<file path="src/rtl/osc_bist_pkg.sv">
package osc_bist_pkg;

    typedef enum logic [2:0] {
        ST_IDLE   = 3'd0,
        ST_SETTLE = 3'd1,
        ST_GATE   = 3'd2,
        ST_STORE  = 3'd3,
        ST_REDUCE = 3'd4,
        ST_GRADE  = 3'd5,
        ST_REPORT = 3'd6
    } bist_state_e;

    typedef enum logic [1:0] {
        RPT_PASSFAIL = 2'd0,
        RPT_COUNT    = 2'd1,
        RPT_MASK     = 2'd2,
        RPT_SPARE    = 2'd3
    } report_mode_e;

    localparam int unsigned THR_DIVISOR = 20;

    // Out-of-range codes are folded into the legal 1..10 band
    function automatic logic [3:0] clamp_code(input logic [3:0] c);
        logic [3:0] r;
        r = c;
        if (c < 4'd1) r = 4'd1;
        else if (c > 4'd10) r = 4'd10;
        return r;
    endfunction

endpackage

</file>
<file path="src/rtl/osc_probe.sv">
module osc_probe #(
    parameter int N           = 8,
    parameter int SYNC_STAGES = 2,
    localparam int SEL_W      = (N > 1) ? $clog2(N) : 1
) (
    input  logic             clk,
    input  logic             rst_n,
    input  logic [N-1:0]     osc_in,
    input  logic [SEL_W-1:0] sel,
    output logic             rise
);

    logic                   picked;
    logic [SYNC_STAGES-1:0] chain;
    logic                   last_q;

    assign picked = osc_in[sel];

    for (genvar s = 0; s < SYNC_STAGES; s++) begin : g_sync
        always_ff @(posedge clk or negedge rst_n) begin
            if (!rst_n) begin
                chain[s] <= 1'b0;
            end else if (s == 0) begin
                chain[s] <= picked;
            end else begin
                chain[s] <= chain[(s == 0) ? 0 : s-1];
            end
        end
    end

    always_ff @(posedge clk or negedge rst_n) begin
        if (!rst_n) begin
            last_q <= 1'b0;
        end else begin
            last_q <= chain[SYNC_STAGES-1];
        end
    end

    assign rise = chain[SYNC_STAGES-1] & ~last_q;

endmodule

</file>
<file path="src/rtl/sat_counter.sv">
module sat_counter #(
    parameter int W = 12
) (
    input  logic         clk,
    input  logic         rst_n,
    input  logic         clr,
    input  logic         inc,
    output logic [W-1:0] value
);

    localparam logic [W-1:0] TOP = '1;

    // Holds at the top value instead of wrapping
    always_ff @(posedge clk or negedge rst_n) begin
        if (!rst_n) begin
            value <= '0;
        end else if (clr) begin
            value <= '0;
        end else if (inc && (value != TOP)) begin
            value <= value + 1'b1;
        end
    end

endmodule

</file>
<file path="src/rtl/band_stats.sv">
module band_stats
    import osc_bist_pkg::*;
#(
    parameter int N     = 8,
    parameter int CNT_W = 12,
    parameter int SUM_W = 15
) (
    input  logic [SUM_W-1:0] sum,
    input  logic [3:0]       code,
    output logic [CNT_W-1:0] mean,
    output logic [CNT_W-1:0] thr
);

    logic [CNT_W+3:0] prod;

    // Integer mean, then threshold = mean*k*5/100
    assign mean = CNT_W'(sum / SUM_W'(N));
    assign prod = {4'b0000, mean} * {{CNT_W{1'b0}}, code};
    assign thr  = CNT_W'(prod / (CNT_W+4)'(THR_DIVISOR));

endmodule

</file>
<file path="src/rtl/band_check.sv">
module band_check #(
    parameter int CNT_W = 12
) (
    input  logic [CNT_W-1:0] cnt,
    input  logic [CNT_W-1:0] mean,
    input  logic [CNT_W-1:0] thr,
    output logic             outside
);

    logic [CNT_W-1:0] lo;
    logic [CNT_W:0]   hi;

    // thr never exceeds mean/2, so the lower edge cannot underflow
    assign lo      = mean - thr;
    assign hi      = {1'b0, mean} + {1'b0, thr};
    assign outside = (cnt < lo) || ({1'b0, cnt} > hi);

endmodule

</file>
<file path="src/rtl/osc_cmp_bist.sv">
module osc_cmp_bist
    import osc_bist_pkg::*;
#(
    parameter int N           = 8,
    parameter int CNT_W       = 12,
    parameter int GATE_CYCLES = 1024,
    parameter int SYNC_STAGES = 2,
    localparam int RES_W      = $clog2(N + 1)
) (
    input  logic             clk,
    input  logic             rst_n,
    input  logic             start,
    input  logic [1:0]       mode,
    input  logic [3:0]       thr_code,
    input  logic             rd_shift,
    input  logic [N-1:0]     osc_in,
    output logic             busy,
    output logic             done,
    output logic [RES_W-1:0] result
);

    localparam int IDX_W         = (N > 1) ? $clog2(N) : 1;
    localparam int SUM_W         = CNT_W + IDX_W;
    localparam int SETTLE_CYCLES = SYNC_STAGES + 2;
    localparam int TMR_MAX       = (GATE_CYCLES > SETTLE_CYCLES) ? GATE_CYCLES : SETTLE_CYCLES;
    localparam int TMR_W         = $clog2(TMR_MAX);
    localparam logic [IDX_W-1:0] IDX_LAST    = IDX_W'(N - 1);
    localparam logic [TMR_W-1:0] SETTLE_LAST = TMR_W'(SETTLE_CYCLES - 1);
    localparam logic [TMR_W-1:0] GATE_LAST   = TMR_W'(GATE_CYCLES - 1);

    bist_state_e      state_q, state_d;
    report_mode_e     mode_q;
    logic [3:0]       code_q;
    logic [IDX_W-1:0] idx_q;
    logic [TMR_W-1:0] tmr_q;
    logic [SUM_W-1:0] sum_q;
    logic [CNT_W-1:0] min_q, max_q, mean_q, thr_q;
    logic [CNT_W-1:0] mean_c, thr_c;
    logic             pass_q;
    logic [RES_W-1:0] fail_q;
    logic [N-1:0]     mask_q;
    logic [CNT_W-1:0] cnt_mem [N];

    logic             rise;
    logic [CNT_W-1:0] cnt_val;
    logic             outside_c;
    logic             idx_last, settle_last, gate_last, launch;

    assign idx_last    = (idx_q == IDX_LAST);
    assign settle_last = (tmr_q == SETTLE_LAST);
    assign gate_last   = (tmr_q == GATE_LAST);
    assign launch      = start && ((state_q == ST_IDLE) || (state_q == ST_REPORT));

    // Selected oscillator, synchronized and edge-detected
    osc_probe #(.N(N), .SYNC_STAGES(SYNC_STAGES)) u_probe (
        .clk    (clk),
        .rst_n  (rst_n),
        .osc_in (osc_in),
        .sel    (idx_q),
        .rise   (rise)
    );

    // The one shared counter
    sat_counter #(.W(CNT_W)) u_count (
        .clk   (clk),
        .rst_n (rst_n),
        .clr   (state_q == ST_SETTLE),
        .inc   ((state_q == ST_GATE) && rise),
        .value (cnt_val)
    );

    band_stats #(.N(N), .CNT_W(CNT_W), .SUM_W(SUM_W)) u_stats (
        .sum  (sum_q),
        .code (code_q),
        .mean (mean_c),
        .thr  (thr_c)
    );

    band_check #(.CNT_W(CNT_W)) u_grade (
        .cnt     (cnt_mem[idx_q]),
        .mean    (mean_q),
        .thr     (thr_q),
        .outside (outside_c)
    );

    // State register
    always_ff @(posedge clk or negedge rst_n) begin
        if (!rst_n) state_q <= ST_IDLE;
        else        state_q <= state_d;
    end

    // Next-state logic
    always_comb begin
        state_d = state_q;
        unique case (state_q)
            ST_IDLE:   if (start) state_d = ST_SETTLE;
            ST_SETTLE: if (settle_last) state_d = ST_GATE;
            ST_GATE:   if (gate_last) state_d = ST_STORE;
            ST_STORE:  state_d = idx_last ? ST_REDUCE : ST_SETTLE;
            ST_REDUCE: state_d = ST_GRADE;
            ST_GRADE:  if (idx_last) state_d = ST_REPORT;
            ST_REPORT: if (start) state_d = ST_SETTLE;
            default:   state_d = ST_IDLE;
        endcase
    end

    // Registered outputs: done appears one cycle after the last grading step
    always_ff @(posedge clk or negedge rst_n) begin
        if (!rst_n) begin
            busy <= 1'b0;
            done <= 1'b0;
        end else begin
            busy <= (state_d != ST_IDLE) && (state_d != ST_REPORT);
            done <= (state_d == ST_REPORT);
        end
    end

    // Datapath: sequencing, accumulation and grading
    always_ff @(posedge clk or negedge rst_n) begin
        if (!rst_n) begin
            mode_q <= RPT_PASSFAIL;
            code_q <= 4'd1;
            idx_q  <= '0;
            tmr_q  <= '0;
            sum_q  <= '0;
            min_q  <= '0;
            max_q  <= '0;
            mean_q <= '0;
            thr_q  <= '0;
            pass_q <= 1'b0;
            fail_q <= '0;
            mask_q <= '0;
        end else if (launch) begin
            // Settings are taken here only
            mode_q <= report_mode_e'(mode);
            code_q <= clamp_code(thr_code);
            idx_q  <= '0;
            tmr_q  <= '0;
            sum_q  <= '0;
            fail_q <= '0;
            mask_q <= '0;
        end else begin
            case (state_q)
                ST_SETTLE: tmr_q <= settle_last ? '0 : tmr_q + 1'b1;
                ST_GATE:   tmr_q <= gate_last ? '0 : tmr_q + 1'b1;
                ST_STORE: begin
                    sum_q <= sum_q + {{IDX_W{1'b0}}, cnt_val};
                    if (idx_q == '0) begin
                        min_q <= cnt_val;
                        max_q <= cnt_val;
                    end else begin
                        if (cnt_val < min_q) min_q <= cnt_val;
                        if (cnt_val > max_q) max_q <= cnt_val;
                    end
                    idx_q <= idx_last ? '0 : idx_q + 1'b1;
                end
                ST_REDUCE: begin
                    mean_q <= mean_c;
                    thr_q  <= thr_c;
                    pass_q <= ((max_q - min_q) <= thr_c);
                end
                ST_GRADE: begin
                    mask_q[idx_q] <= outside_c;
                    fail_q <= fail_q + {{(RES_W-1){1'b0}}, outside_c};
                    idx_q  <= idx_last ? '0 : idx_q + 1'b1;
                end
                ST_REPORT: if (rd_shift) mask_q <= mask_q >> 1;
                default: ;
            endcase
        end
    end

    always_ff @(posedge clk) begin
        if (state_q == ST_STORE) cnt_mem[idx_q] <= cnt_val;
    end

    // Report multiplexer
    always_comb begin
        result = '0;
        if (done) begin
            case (mode_q)
                RPT_COUNT: result    = fail_q;
                RPT_MASK:  result[0] = mask_q[0];
                default:   result[0] = pass_q;
            endcase
        end
    end

endmodule

</file>
<file path="config.mk">
export PLATFORM = sky130hd
export DESIGN_NAME = osc_cmp_bist
export DESIGN_NICKNAME = d
export VERILOG_FILES = /design/src/rtl/osc_bist_pkg.sv /design/src/rtl/osc_probe.sv /design/src/rtl/sat_counter.sv /design/src/rtl/band_stats.sv /design/src/rtl/band_check.sv /design/src/rtl/osc_cmp_bist.sv
export SDC_FILE = /design/constraint.sdc
export NUM_CORES = 1
export LEC_CHECK = 0
export CAP_MARGIN = 20
export CORE_MARGIN = 5
export CORE_UTILIZATION = 60
export CTS_CLUSTER_SIZE = 12
export DETAILED_ROUTE_END_ITERATION = 6
export DONT_BUFFER_PORTS = 1
export PLACE_DENSITY = 0.76
export RECOVER_POWER = 25
export SETUP_SLACK_MARGIN = 0.3
export SLEW_MARGIN = 30
export SYNTH_ARGS = -nofsm -noshare
export SYNTH_HDL_FRONTEND = slang
export SYNTH_SLANG_ARGS = --single-unit
</file>
<file path="constraint.sdc">
create_clock -name clk -period 10.5 [get_ports clk]
set_input_delay 0.525 -clock clk [delete_from_list [all_inputs] [get_ports clk]]
set_output_delay 0.525 -clock clk [all_outputs]
set_load 0.02 [all_outputs]
</file>
# After elaboration in Yosys (flattened, before gate mapping)
# Memories as Yosys holds them, arrays and structs flattened.
# Cells that the tools add are included.
# totals
regBits,115
latchBits,0
ram_bits,96
romBits,0
word_cells,119
mem_count,1
# classes
n_addsub,8
mul,1
div,1
order_cmp,9
eq_ne,15
shift,0
mux,38
bitwise,3
reduce_logical,24
# mem_list
name,words,word_bits,rd,rd_ports_with_merged_regs,wr,line_no,text
cnt_mem,8,12,1,0,1,osc_cmp_bist.sv:42,logic [CNT_W-1:0] cnt_mem [N];
# op_table
operator,n
$mux 12,6
$mux 10,3
$mux 15,2
$mux 3,9
$lt 12x12->1,2
$sub 12x12->12,2
$mux 4,5
$pmux 10 s2,1
$pmux 3 s6,1
$div 16x5->16 const B,1
$mul 12x4->16,1
$mux 8,2
$pmux 8 s2,1
$add 15x12->15,1
$eq 3x3->1 const B,5
$add 12x12->13,1
$gt 12x13->1,1
$add 12x1->12 const B,1
$gt 12x12->1,1
$le 12x12->1,1
$ne 12x12->1 const B,1
$reduce_bool 2->1,6
$add 10x1->10 const B,1
$eq 10x10->1 const B,1
26 further kinds,43

# Logic depth before layout (Yosys ltp)
# Gate-level depths: netlist (run 1).
# depth
depth_word,7
ltp_mapped,39
ltp_nobuf,33

# Cells and area by module
# Synthesis (run 1) repeated with hierarchy kept, for this count alone.
# hier_totals
cells_unflattened,1599
area_unflattened_um2,15768.9
# by_module_without_submodules
mod,instances,cells_per_inst,area_each_um2,seq_area_each_um2
osc_cmp_bist,1,867,10044.6,5386.4
band_stats,1,450,3326.9,0.0
band_check,1,205,1537.7,0.0
sat_counter,1,70,714.4,300.3
osc_probe,1,7,145.1,75.1

# Worst setup path before layout (run 1)
# No wires, ideal clock.
# synth_timing
kind,register to register
startpoint,reg code_q[3]
endpoint,reg pass_q
setup_time_ns,0.065
arrival_time_ns,7.301
required_time_ns,10.435
path_slack_ns,3.134
path_stages_with_launch,32
n_path_buf,2
synth_period_minus_slack_ns,7.366
cell_sequence,dfrtp_1 clkbuf_1 nand2_1 fa_1 fa_1 fa_1 nand2b_1 a211o_1 a211oi_4 o21ai_1 o211ai_2 nor4_1 a211o_2 or2_1 buf_2 or4_1 o2111a_2 and2_4 a211oi_4 o21ai_2 and4b_4 o41ai_1 o221ai_1 nand3_1 ha_1 nor2b_1 o21ai_0 nand2b_1 a21oi_1 nor3_1 a2111oi_0 o22a_1
# synth_via
elab_chain_cells,3
# synth_lines
item,line_no,text
from (decl),osc_cmp_bist.sv:33,logic [3:0] code_q;
from (signal assigned),osc_cmp_bist.sv:136,code_q <= clamp_code(thr_code);
$mul 12x4->16,band_stats.sv:18,"assign prod = {4'b0000, mean} * {{CNT_W{1'b0}}, code};"
$div 16x5->16,band_stats.sv:19,assign thr = CNT_W'(prod / (CNT_W+4)'(THR_DIVISOR));
named net thr_c[0],osc_cmp_bist.sv:38,"logic [CNT_W-1:0] mean_c, thr_c;"
$le 12x12->1,osc_cmp_bist.sv:160,pass_q <= ((max_q - min_q) <= thr_c);
to (signal assigned),osc_cmp_bist.sv:160,
to (decl),osc_cmp_bist.sv:39,logic pass_q;
# The timed path passes the listed nets, and every way through them passes these cells.
# A chain may end at the register's enable or synchronous reset.

# Worst setup path in the final report (run 1)
# Same ends and word-level chain as after synthesis.

==> results of run 1 <==
==> cells in the final DEF, fill, tap and decap left out, drive strengths merged, types with 16 or more instances in the layout <==
cell    Yosys  layout
a21o       23      23
a21oi      93      93
a22oi      54      54
and2       48      48
buf        18      16
clkbuf     45      41
dfrtp     114     114
edfxtp     96      96
fa         24      24
ha        133     133
inv       108     108
mux2       32      32
nand2     109     109
nand2b     22      22
nand3      41      41
nand4      38      38
nor2      102     102
nor2b      22      22
nor3       33      33
o21ai     119     119
xnor2      42      42
xor2       30      30
==> registers in the layout (all words and copies together), names as in the netlist <==
signal          flops
busy                1
code_q              4
fail_q              4
cnt_mem            96
u_probe.last_q      1
sum_q              15
mode_q              2
tmr_q              10
mean_q             12
max_q              12
pass_q              1
mask_q              8
thr_q              12
state_q             3
idx_q               3
done                1
u_count.value      12
u_probe.chain       2
min_q              12
==> metal layers <==
layer	part of all wire, %	GRT usage (%)	wire length [microns]	vias up
met1	46	38.2	16700	5661
met2	45	39.7	16500	398
met5	0	0	0	-
li1	-	-	-	5542
met4	2.0	5.40	719	0
met3	7.4	4.41	2720	56
==> path summary, 6_finish.rpt <==
path	cells after the start	slack [ns]	start	to
worst max register to register	32	1.81	code_q[3]	pass_q
min in group asynchronous	2	2.91	rst_n	u_count.value[4]
worst max-delay path	32	1.81	code_q[3]	pass_q
worst min register to register	0	0.37	u_probe.chain[0]	u_probe.chain[1]
worst min-delay path	2	0.13	thr_code[3]	code_q[3]
max in group asynchronous	2	4.18	rst_n	mean_q[11]
==> cells by family (layout without fill, tap and decap cells) <==
group                    Yosys count  after routing  share of synthesized area [%]
XOR/XNOR                          72             72                           4.28
adder cells (fa/ha/maj)          158            158                           14.5
AO/OA/AOI/OAI                    421            421                           19.4
multiplexers                      40             40                           3.04
buffers and inverters            171            167                           4.63
flip-flops                       211            211                           38.6
AND/OR/NAND/NOR                  459            459                           15.5
==> final cells by class <==
cell class	count	share of cell area [%]
clock buffer	39	4.19
clock inverter	1	0.0551
inverter	108	2.55
multi-input combinational	1150	53.5
sequential	211	36.3
tap	324	2.55
timing repair buffer	19	0.890
==> power by group through the flow <==
stage	sequential, W	clock [W]	combinational, W
2_1_floorplan	0.00105	0	0.00111
3_3_place_gp	0.00111	0	0.00137
3_5_place_dp	0.00111	0	0.00143
4_1_cts	0.00110	0.000744	0.00146
5_1_grt	0.00112	0.000788	0.00167
6_report	0.00110	0.000738	0.00146
==> through the flow <==
step / area (sq um) / setup WS [ns] / power, W / util (%) / std cells
after floorplan: 14900 / 3.13 / 0.00216 / - / 1532
after global placement: 15200 / 2.20 / 0.00248 / 62.2 / 1809
after detailed placement: 15200 / 1.92 / 0.00254 / 62.2 / 1809
after CTS: 15900 / 1.90 / 0.00330 / 65.2 / 1851
after global routing: 15900 / 1.16 / 0.00358 / 65.2 / 1852
final: 15900 / 1.81 / 0.00330 / 65.2 / 1852
==> summary.md, run 1 <==
| Metric | Value |
|---|---|
| Status | `complete, but fails checks` |
| Failing checks | `capacitance limit, slew limit` |
| Clk network pwr share | `between 20 and 25%` |
| Drt pass-1 iters | `5` |
| Register area | `a little under 6000 sq um` |
| Global-route wire length before repair | `slightly below 60,000 microns` |
| Leakage | `approximately 6.7 nW` |
| Worst hold slack | `between 0.1 and 0.15 ns` |
| Primary FF master, synth | `dfrtp_1` |
| Area growth syn-to-layout | `6.59%` |
| Syn Nets | `~1,700` |
| RD Place Congestion | `0.913` |
| Syn avg cell area | `9.73 sq um` |
| Die area | `28,100 sq um` |
| I/O Pins | `24` |
| Top-count cell post-synth | `ha_1` |
| DP Wirelength | `25,700 microns` |
| Slew @ Worst Pin | `6.16 ns` |
| Initial drt markers | `1,119` |
| Comb pwr share | `44.3%` |
| Critical path class | `flop to flop` |
| Setup TNS | `0 ns` |
| Worst path arrival time | `9.13 ns` |
| CTS tree | `yes` |
| Pwr/cell area | `slightly above 200 nW/um^2` |
| Clock latency at the later pin of the worst-skew pair | `around 0.50 ns` |
| P_sw | `0.00130 W` |
| Sw Ratio | `between 30% and 40%` |
| Synth Warn # | `0` |
| Final Hold Viols | `0` |
| Syn Std Cell Area | `roughly 15,000 sq um` |
| ANT cells | `0` |
| CP max FO | `13` |
| HP Class | `primary input to flop` |
| Unrepaired setup endpoints after global routing | `no` |
| Tcrit/Tclk final | `approximately 83%` |
| Clk slew on worst S/H paths | `about 0.060 ns` |
| Buf/Inv on CP | `2` |
| CTS H-Tree Depth | `1` |
| Setup violations, final | `0` |
| Starting Density | `61.1%` |
| VDD IR max | `between 0.2 and 0.25 mV` |
| Seq pwr share | `around 33%` |
| CTS Hold Buffers Added | `2` |
| Slowest CP cell | `o221a_1` |
| Max-Cap Viols | `1` |
| Die span in x | `roughly 170 microns` |
| DRC Markers | `0` |
| Max incr delay on CP | `0.64 ns` |
| Fraction of registers with async set or reset after synthesis | `between 50% and 60%` |
| Top post-synthesis cells by count | `133 x ha_1, 114 x dfrtp_1, 108 x nand2_1, 108 x o21ai_0, 107 x inv_1` |
| Top post-synthesis cells by area | `edfxtp_1 19%, dfrtp_1 19%, ha_1 11%` |
| Cell count after synthesis | `about 1,500` |
| Layout cells sized above 1 | `between 8 and 9%` |
| Post-CTS sizing | `0` |
| CP top delay family | `compound AO/OA/AOI/OAI gates` |
| Unique masters post-synth | `102` |
| Num Clock Sinks | `about 210` |
| Multi-input gate area | `8500 sq um` |
| Total core area | `about 24,000 sq um` |
| Largest net degree at the start of global routing | `approximately 120` |
| Critical Path RT | `10.94 ns` |
| Initial antenna violation count | `0` |
| Synth top area share | `between 10% and 20%` |
| CTS Buf Count | `22` |
| DR vias/cell | `around 6.3` |
| Die height | `between 150 and 200 microns` |
| Max-slew violations | `around 120` |
| CTS Root Cell | `clkbuf_16` |
| Crit start category | `flop` |
| Post-synthesis sequential area ratio | `38.6%` |
| Fmax | `about 0.12 GHz` |
| Critical path capture point type | `flop` |
| Post-synth EDFFs | `96` |
| Fillers | `between 1,500 and 2,000` |
| Vias | `about 12,000` |
| Number of global-route vias before repair | `11,246` |
| Minimum clock period | `just under 9 ns` |
| Max-slew headroom | `-310%` |
| Worst-case clock buffer depth | `3` |
| NumNets Final | `about 1,700` |
| Final WL | `between 30,000 and 40,000 microns` |
| Wirelength per Cell | `approximately 20 microns` |
| Area leader, netlist | `edfxtp_1` |
| Rows | `between 50 and 60` |
| Setup bufs post-CTS | `0` |
| Antenna Violating Nets Remaining | `0` |
| Clk_skew | `0.0125 ns` |
| Total global routing overflow | `0` |
| Pint | `between 0.002 and 0.0025 W` |
| GRT Util Overall | `25.6%` |
| Port bufs | `0` |
| Flops & latches, synth | `211` |
No activity file was read; power rests on OpenSTA's default activity.
==> run 2, diff against run 1 <==
Clock period 10.5 ns to 8.88 ns, I/O delays scaled along.
==> run 2 against run 1 <==
Net effect:
- the flow still finishes with violations (capacitance limit, slew limit)
- setup slack worse by 1.0 ns
- final cell count increased by 0.81%
- utilization rose by 1.1 points
- worst hold slack got worse by 0.057 ns
- sequential power is 18% higher
- die area unchanged
- global-route usage decreased by 0.51 points
- non-clock buffer count is 18 higher
- critical path depth unchanged
- power grew 18%
- flip-flop and latch count unchanged
- fmax rose by 7.7%
- highest routed layer unchanged
==> summary.md, run 2 (same netlist as run 1, synthesis figures left out) <==
| Metric | Value |
|---|---|
| Status | `complete, but fails checks` |
| Failing checks | `capacitance limit, slew limit` |
| GRT Util Overall | `25.1% (-0.51 points)` |
| Most flop-heavy register | `cnt_mem` |
| Die span in x | `168 microns (unchanged)` |
| Worst-case clock buffer depth | `3 (unchanged)` |
| Clock latency at the later pin of the worst-skew pair | `0.50 ns (about the same)` |
| Clk_skew | `0.0129 ns (+0.000364 ns)` |
| NumNets Final | `1,705 (+1.1%)` |
| Slowest CP cell | `fa_1` |
| CTS tree | `yes` |
| Vias | `11,638 (-0.16%)` |
| Buf/Inv on CP | `2 (unchanged)` |
| VDD IR max | `0.446 mV (+79%)` |
| Critical path capture point type | `flop` |
| Crit start category | `flop` |
| HP Class | `primary input to flop` |
| Met3 WL post-DR | `2610 microns (-4.1%)` |
| Area growth syn-to-layout | `8.37%` |
| DRC Markers | `0 (unchanged)` |
| Largest registers | `cnt_mem x96, sum_q x15` |
| Minimum clock period | `8.07 ns (-0.618 ns)` |
| I/O Pins | `24 (unchanged)` |
| Clk slew on worst S/H paths | `0.06 ns (about the same)` |
| Die area | `28,100 sq um (unchanged)` |
| DR vias/cell | `6.23 (-0.97%)` |
| Layout cells sized above 1 | `10.9% (+2.4 points)` |
| Placed inst area | `15,200 sq um (+0.27%)` |
| Largest register FFs | `96 (unchanged)` |
| Max-slew violations | `116 (unchanged)` |
| Port bufs | `0 (unchanged)` |
| Total core area | `24,400 sq um (unchanged)` |
| Tcrit/Tclk final | `90.9% (+8.1 points)` |
| Final core occ | `66.2% (+1.1 points)` |
| Initial drt markers | `933 (-17%)` |
| Uppermost layer routed | `met4` |
| Met2 Routed Length | `16,300 microns (-1.0%)` |
| Fmax | `0.124 GHz (+7.7%)` |
| Most common library cell in the layout ignoring fill and taps | `ha_1` |
| Number of global-route vias before repair | `11,261 (+0.13%)` |
| Rows | `57 (unchanged)` |
| CP Depth | `32 (unchanged)` |
| Global-route wire length before repair | `58,500 microns (-1.2%)` |
| Drt pass-1 iters | `7 (+2)` |
| Hold depth | `2 (unchanged)` |
| Final Hold Viols | `0 (unchanged)` |
| Setup violations, final | `0 (unchanged)` |
| Unrepaired setup endpoints after global routing | `no` |
| Pwr Total | `0.00391 W (+18%)` |
| Worst path arrival time | `8.51 ns (-0.62 ns)` |
| Worst reg2reg path depth | `32 (unchanged)` |
| Largest net degree at the start of global routing | `116 (unchanged)` |
| Reg2reg setup slack | `0.81 ns (-1.00 ns)` |
| Wirelength per Cell | `19.1 microns (-3.3%)` |
| Setup TNS | `0 ns (unchanged)` |
| CP max FO | `13 (unchanged)` |
| Die height | `168 microns (unchanged)` |
| Max-Cap Viols | `1 (unchanged)` |
| CTS H-Tree Depth | `1 (unchanged)` |
| Critical Path RT | `9.31 ns (-1.63 ns)` |
| DP Wirelength | `25,600 microns (-0.27%)` |
| Max-slew headroom | `-305% (+5.7 points)` |
| Total global routing overflow | `0 (unchanged)` |
| Max incr delay on CP | `0.54 ns (-0.10 ns)` |
| CP top delay family | `compound AO/OA/AOI/OAI gates` |
| Initial antenna violation count | `0 (unchanged)` |
| RD Place Congestion | `0.931 (+2.0%)` |
| Antenna Violating Nets Remaining | `0 (unchanged)` |
| Met1 wire length | `16,200 microns (-3.0%)` |
| Final Instance Area | `16,200 sq um (+1.7%)` |
| Slew @ Worst Pin | `6.07 ns (-0.0853 ns)` |
| Final WL | `35,700 microns (-2.5%)` |
| CTS Buf Count | `22 (unchanged)` |
| Leakage | `6.88 nW (+2.2%)` |
| Commonest cells after routing, fill and taps aside | `133 x ha_1, 111 x dfrtp_1, 108 x o21ai_0` |
| ANT cells | `0 (unchanged)` |
| Critical path class | `flop to flop` |
| Pwr/cell area | `242 nW/um^2 (+16%)` |
| Starting Density | `61.1% (unchanged)` |
| CTS Root Cell | `clkbuf_16` |
| Num Clock Sinks | `211 (unchanged)` |
==> run 2: through the flow <==
step	setup slack (ns)	std cells	hold slack (ns)
detailed placement	0.626	1814	0.152
finish	0.808	1867	0.0734
floorplan	1.51	1532	0.148
CTS	0.601	1853	0.0515
global route	0.204	1867	0.0851
global placement	0.725	1814	0.152
==> run 2: report_power, final <==
group	internal, W	leakage, nW	switching [W]
Sequential	0.00115	2.44	0.000150
Clock	0.000519	0.330	0.000350
Combinational	0.000725	4.10	0.00101
Total	0.00239	6.88	0.00151
==> run 2: worst paths after layout <==
path,startpoint,endpoint
worst max-delay path,code_q[3],pass_q
worst min-delay path,mode[0],mode_q[0]
worst max register to register,code_q[3],pass_q
worst min register to register,u_probe.chain[0],u_probe.chain[1]
max in group asynchronous,rst_n,code_q[1]
min in group asynchronous,rst_n,fail_q[1]
==> run 2: layer usage <==
metal	vias to the layer above	track usage, %
li1	5571	-
met1	5639	37.2
met2	387	38.9
met3	41	4.74
met4	0	5.29
met5	-	0
==> run 2: area by class of cell <==
type                    instances  area, sq um
flip-flops and latches        211         5770
repair buffers                 37          277
well taps                     324          405
inverters                     108          405
fillers                      1928         8230
clock buffers                  34          637
multi-input cells            1150         8630
clock inverters                 3         40.0
==> run 2: what timing repair did <==
action | CTS | global route
hold buffers | 2 | 0
endpoints found under the hold margin | 115 | 0
resized for setup | 0 | 27
setup endpoints to repair | 0 | 1
buffers inserted | 0 | 13
==> run 3, diff against run 2 <==
Settings changed: ABC_AREA from default to 1, PLACE_DENSITY 0.76 to default, PLACE_DENSITY_LB_ADDON from default to 0.2.
==> run 3 against run 2 <==
Net effect:
- the run still ends with capacitance limit, slew limit left
- worst hold slack got worse by 0.023 ns
- setup slack better by 0.52 ns
- final cell count grew 8.0%
- final area shrank 5.5%
- non-clock buffer count down 21
- clock-buffer cell count fell by 4
- wire length shrank 6.0%
==> summary.md, run 3 <==
| Metric | Value |
|---|---|
| HP Class | `primary input to flop` |
| Total core area | `23,300 sq um (-4.3%)` |
| Pwr Total | `0.00381 W (-2.5%)` |
| Failing checks | `capacitance limit, slew limit` |
| VDD IR max | `0.203 mV (-54%)` |
| Unique masters post-synth | `53 (-48%)` |
| GRT Util Overall | `25.5% (+0.34 points)` |
| Synth top area share | `20.5% (+1.1 points)` |
| Status | `complete, but fails checks` |
| Max incr delay on CP | `0.60 ns (+0.06 ns)` |
| Die height | `163 microns (-2.6%)` |
| Fraction of registers with async set or reset after synthesis | `54.5% (unchanged)` |
| Clock latency at the later pin of the worst-skew pair | `0.53 ns (+0.03 ns)` |
| Drt pass-1 iters | `5 (-2)` |
| Leakage | `7.41 nW (+7.8%)` |
| Worst r2r dst | `pass_q` |
| Crit start category | `flop` |
| Syn Nets | `1,843 (+8.0%)` |
| Pwr/cell area | `249 nW/um^2 (+3.1%)` |
| Largest register FFs | `96 (unchanged)` |
| Largest net degree at the start of global routing | `116 (unchanged)` |
| Max-slew violations | `116 (unchanged)` |
| Final WL | `33,600 microns (-6.0%)` |
| Largest registers | `cnt_mem x96, sum_q x15` |
| Final Hold Viols | `0 (unchanged)` |
| Register area | `5760 sq um (about the same)` |
| Unrepaired setup endpoints after global routing | `no` |
| Worst path arrival time | `7.95 ns (-0.56 ns)` |
| Vias | `11,300 (-2.9%)` |
| Die area | `26,700 sq um (-5.1%)` |
| Worst-case clock buffer depth | `3 (unchanged)` |
| Most common library cell in the layout ignoring fill and taps | `nand2_1` |
| Initial antenna violation count | `0 (unchanged)` |
| Max-slew headroom | `-319% (-14 points)` |
| CTS Buf Count | `23 (+4.5%)` |
| Top post-synthesis cells by area | `edfxtp_1 20%, dfrtp_1 20%, ha_1 12%` |
| Critical path capture point type | `flop` |
| Met3 Use GR | `3.20% (-1.5 points)` |
| Port bufs | `0 (unchanged)` |
| Max-Cap Viols | `1 (unchanged)` |
| ANT cells | `0 (unchanged)` |
| Area leader, netlist | `edfxtp_1` |
| Fillers | `1,920 (-0.41%)` |
| CTS tree | `yes` |
| Minimum clock period | `7.56 ns (-0.516 ns)` |
| Crit path to | `pass_q` |
| Wirelength per Cell | `16.7 microns (-13%)` |
| Primary FF master, synth | `dfrtp_1` |
| DR vias/cell | `5.61 (-10%)` |
| Clk slew on worst S/H paths | `0.06 ns (about the same)` |
| Top post-synthesis cells by count | `311 x nand2_1, 304 x inv_1, 133 x ha_1, 116 x o21ai_0, 114 x dfrtp_1` |
| Starting Density | `60.4% (-0.71 points)` |
| Most flop-heavy register | `cnt_mem` |
| Layout cells sized above 1 | `7.54% (-3.3 points)` |
| DP Wirelength | `24,700 microns (-3.6%)` |
| Critical Path RT | `9.27 ns (-0.04 ns)` |
| Setup violations, final | `0 (unchanged)` |
| Critical path class | `flop to flop` |
| Reg2reg start | `code_q[2]` |
| NumNets Final | `1,858 (+9.0%)` |
| Global-route wire length before repair | `54,600 microns (-6.7%)` |
| Top cell by count, worst path | `nand2_2` |
| Num Clock Sinks | `211 (unchanged)` |
| Tcrit/Tclk final | `85.1% (-5.8 points)` |
| Met1 usage | `34.6% (-2.6 points)` |
| Setup TNS | `0 ns (unchanged)` |
| Die span in x | `163 microns (-2.6%)` |
| Initial drt markers | `823 (-12%)` |
| RD Place Congestion | `0.933 (+0.27%)` |
| CP max FO | `13 (unchanged)` |
| Top-count cell post-synth | `nand2_1` |
| Reg2reg setup slack | `1.32 ns (+0.52 ns)` |
| Clk_skew | `0.00714 ns (-0.00574 ns)` |
| Rows | `56 (-1.8%)` |
| Slew @ Worst Pin | `6.28 ns (+0.213 ns)` |
| Syn Std Cell Area | `14,100 sq um (-5.5%)` |
| Syn avg cell area | `8.45 sq um (-13%)` |
| Post-synth EDFFs | `96 (unchanged)` |
| I/O Pins | `24 (unchanged)` |
| Worst reg2reg path depth | `65 (+100%)` |
| Flops & latches, synth | `211 (unchanged)` |
| Commonest cells after routing, fill and taps aside | `311 x nand2_1, 304 x inv_1, 133 x ha_1` |
| Critical path origin | `code_q[2]` |
| Synth Warn # | `0 (unchanged)` |
| Fmax | `0.132 GHz (+6.8%)` |
| CTS Root Cell | `clkbuf_16` |
| Total global routing overflow | `0 (unchanged)` |
| Met2 Use GR | `42.4% (+3.5 points)` |
| Cell count after synthesis | `1,668 (+8.9%)` |
| Multi-input gate area | `7090 sq um (-18%)` |
| Area growth syn-to-layout | `8.35% (about the same)` |
| CTS H-Tree Depth | `1 (unchanged)` |
| Number of global-route vias before repair | `11,203 (-0.52%)` |
| DRC Markers | `0 (unchanged)` |
| Post-synthesis sequential area ratio | `40.9% (+2.2 points)` |
| Antenna Violating Nets Remaining | `0 (unchanged)` |
| Post-CTS sizing | `0 (unchanged)` |
| Slowest CP cell | `dfrtp_1` |
| Layer with the highest usage | `met2` |
## run 3: repair_timing
item,in CTS,in global routing
buffers inserted,0,0
endpoints found under the hold margin,115,0
hold buffers,2,0
## run 3: logic make-up (layout without fill, tap and decap cells)
logic type                 count (synthesis)  in the layout  share of synthesized area (%)
and+or+nand+nor                          597            597                           18.8
buffers and inverters                    346            375                           9.24
xor gates and xnor gates                  39             39                           2.42
AOI/OAI and AO/OA                        318            318                           13.4
adders and majority gates                157            157                           15.2
DFF                                      211            211                           40.9
## run 3: routing by layer
| layer | wire length (microns) | vias to the layer above |
|---|---|---|
| li1 | - | 5569 |
| met2 | 15600 | 338 |
| met1 | 14600 | 5301 |
| met3 | 2110 | 92 |
| met5 | 0 | - |
| met4 | 1230 | 0 |
## run 3: worst min path at each step
stage / start / endpoint / slack (ns) / cells past startpoint
3_5_place_dp: rst_n / thr_q[4] / 0.15 / 0
2_1_floorplan: rst_n / busy / 0.15 / 0
3_3_place_gp: rst_n / thr_q[5] / 0.15 / 0
6_report: mode[0] / mode_q[0] / 0.05 / 2
5_1_grt: mode[1] / mode_q[1] / 0.06 / 2
4_1_cts: mode[0] / mode_q[0] / 0.05 / 2
## run 3: cell type report
class / instances / area share (%)
repair buffers: 16 / 0.778
inverters: 320 / 7.86
flip-flops and latches: 211 / 37.7
well taps: 319 / 2.61
multi-input cells: 1111 / 46.4
clock buffers: 30 / 4.07
clock inverters: 9 / 0.549
## run 3: through the flow
step           cells  setup WS [ns]  hold slack [ns]  util (%)  area, sq um
2_1_floorplan   1668           2.13            0.148         -        14100
3_5_place_dp    1975           1.35            0.154      62.4        14600
3_3_place_gp    1975           1.69            0.154      62.3        14500
4_1_cts         2016           1.33           0.0532      65.6        15300
6_report        2016           1.32           0.0509      65.5        15300
5_1_grt         2016          0.429           0.0616      65.5        15300
## run 3: critical path, delay by kind of cell (launching register included)
kind | cells | cell delay, ns
AOI/OAI and AO/OA | 4 | 0.36
adders and majority gates | 4 | 1.72
buffers and inverters | 7 | 0.49
DFF | 1 | 0.60
and+or+nand+nor | 50 | 4.24
## run 3: power by group
| part | internal [W] | switching [W] |
|---|---|---|
| Clock | 0.000522 | 0.000383 |
| Combinational | 0.000613 | 0.00102 |
| Sequential | 0.00114 | 0.000128 |
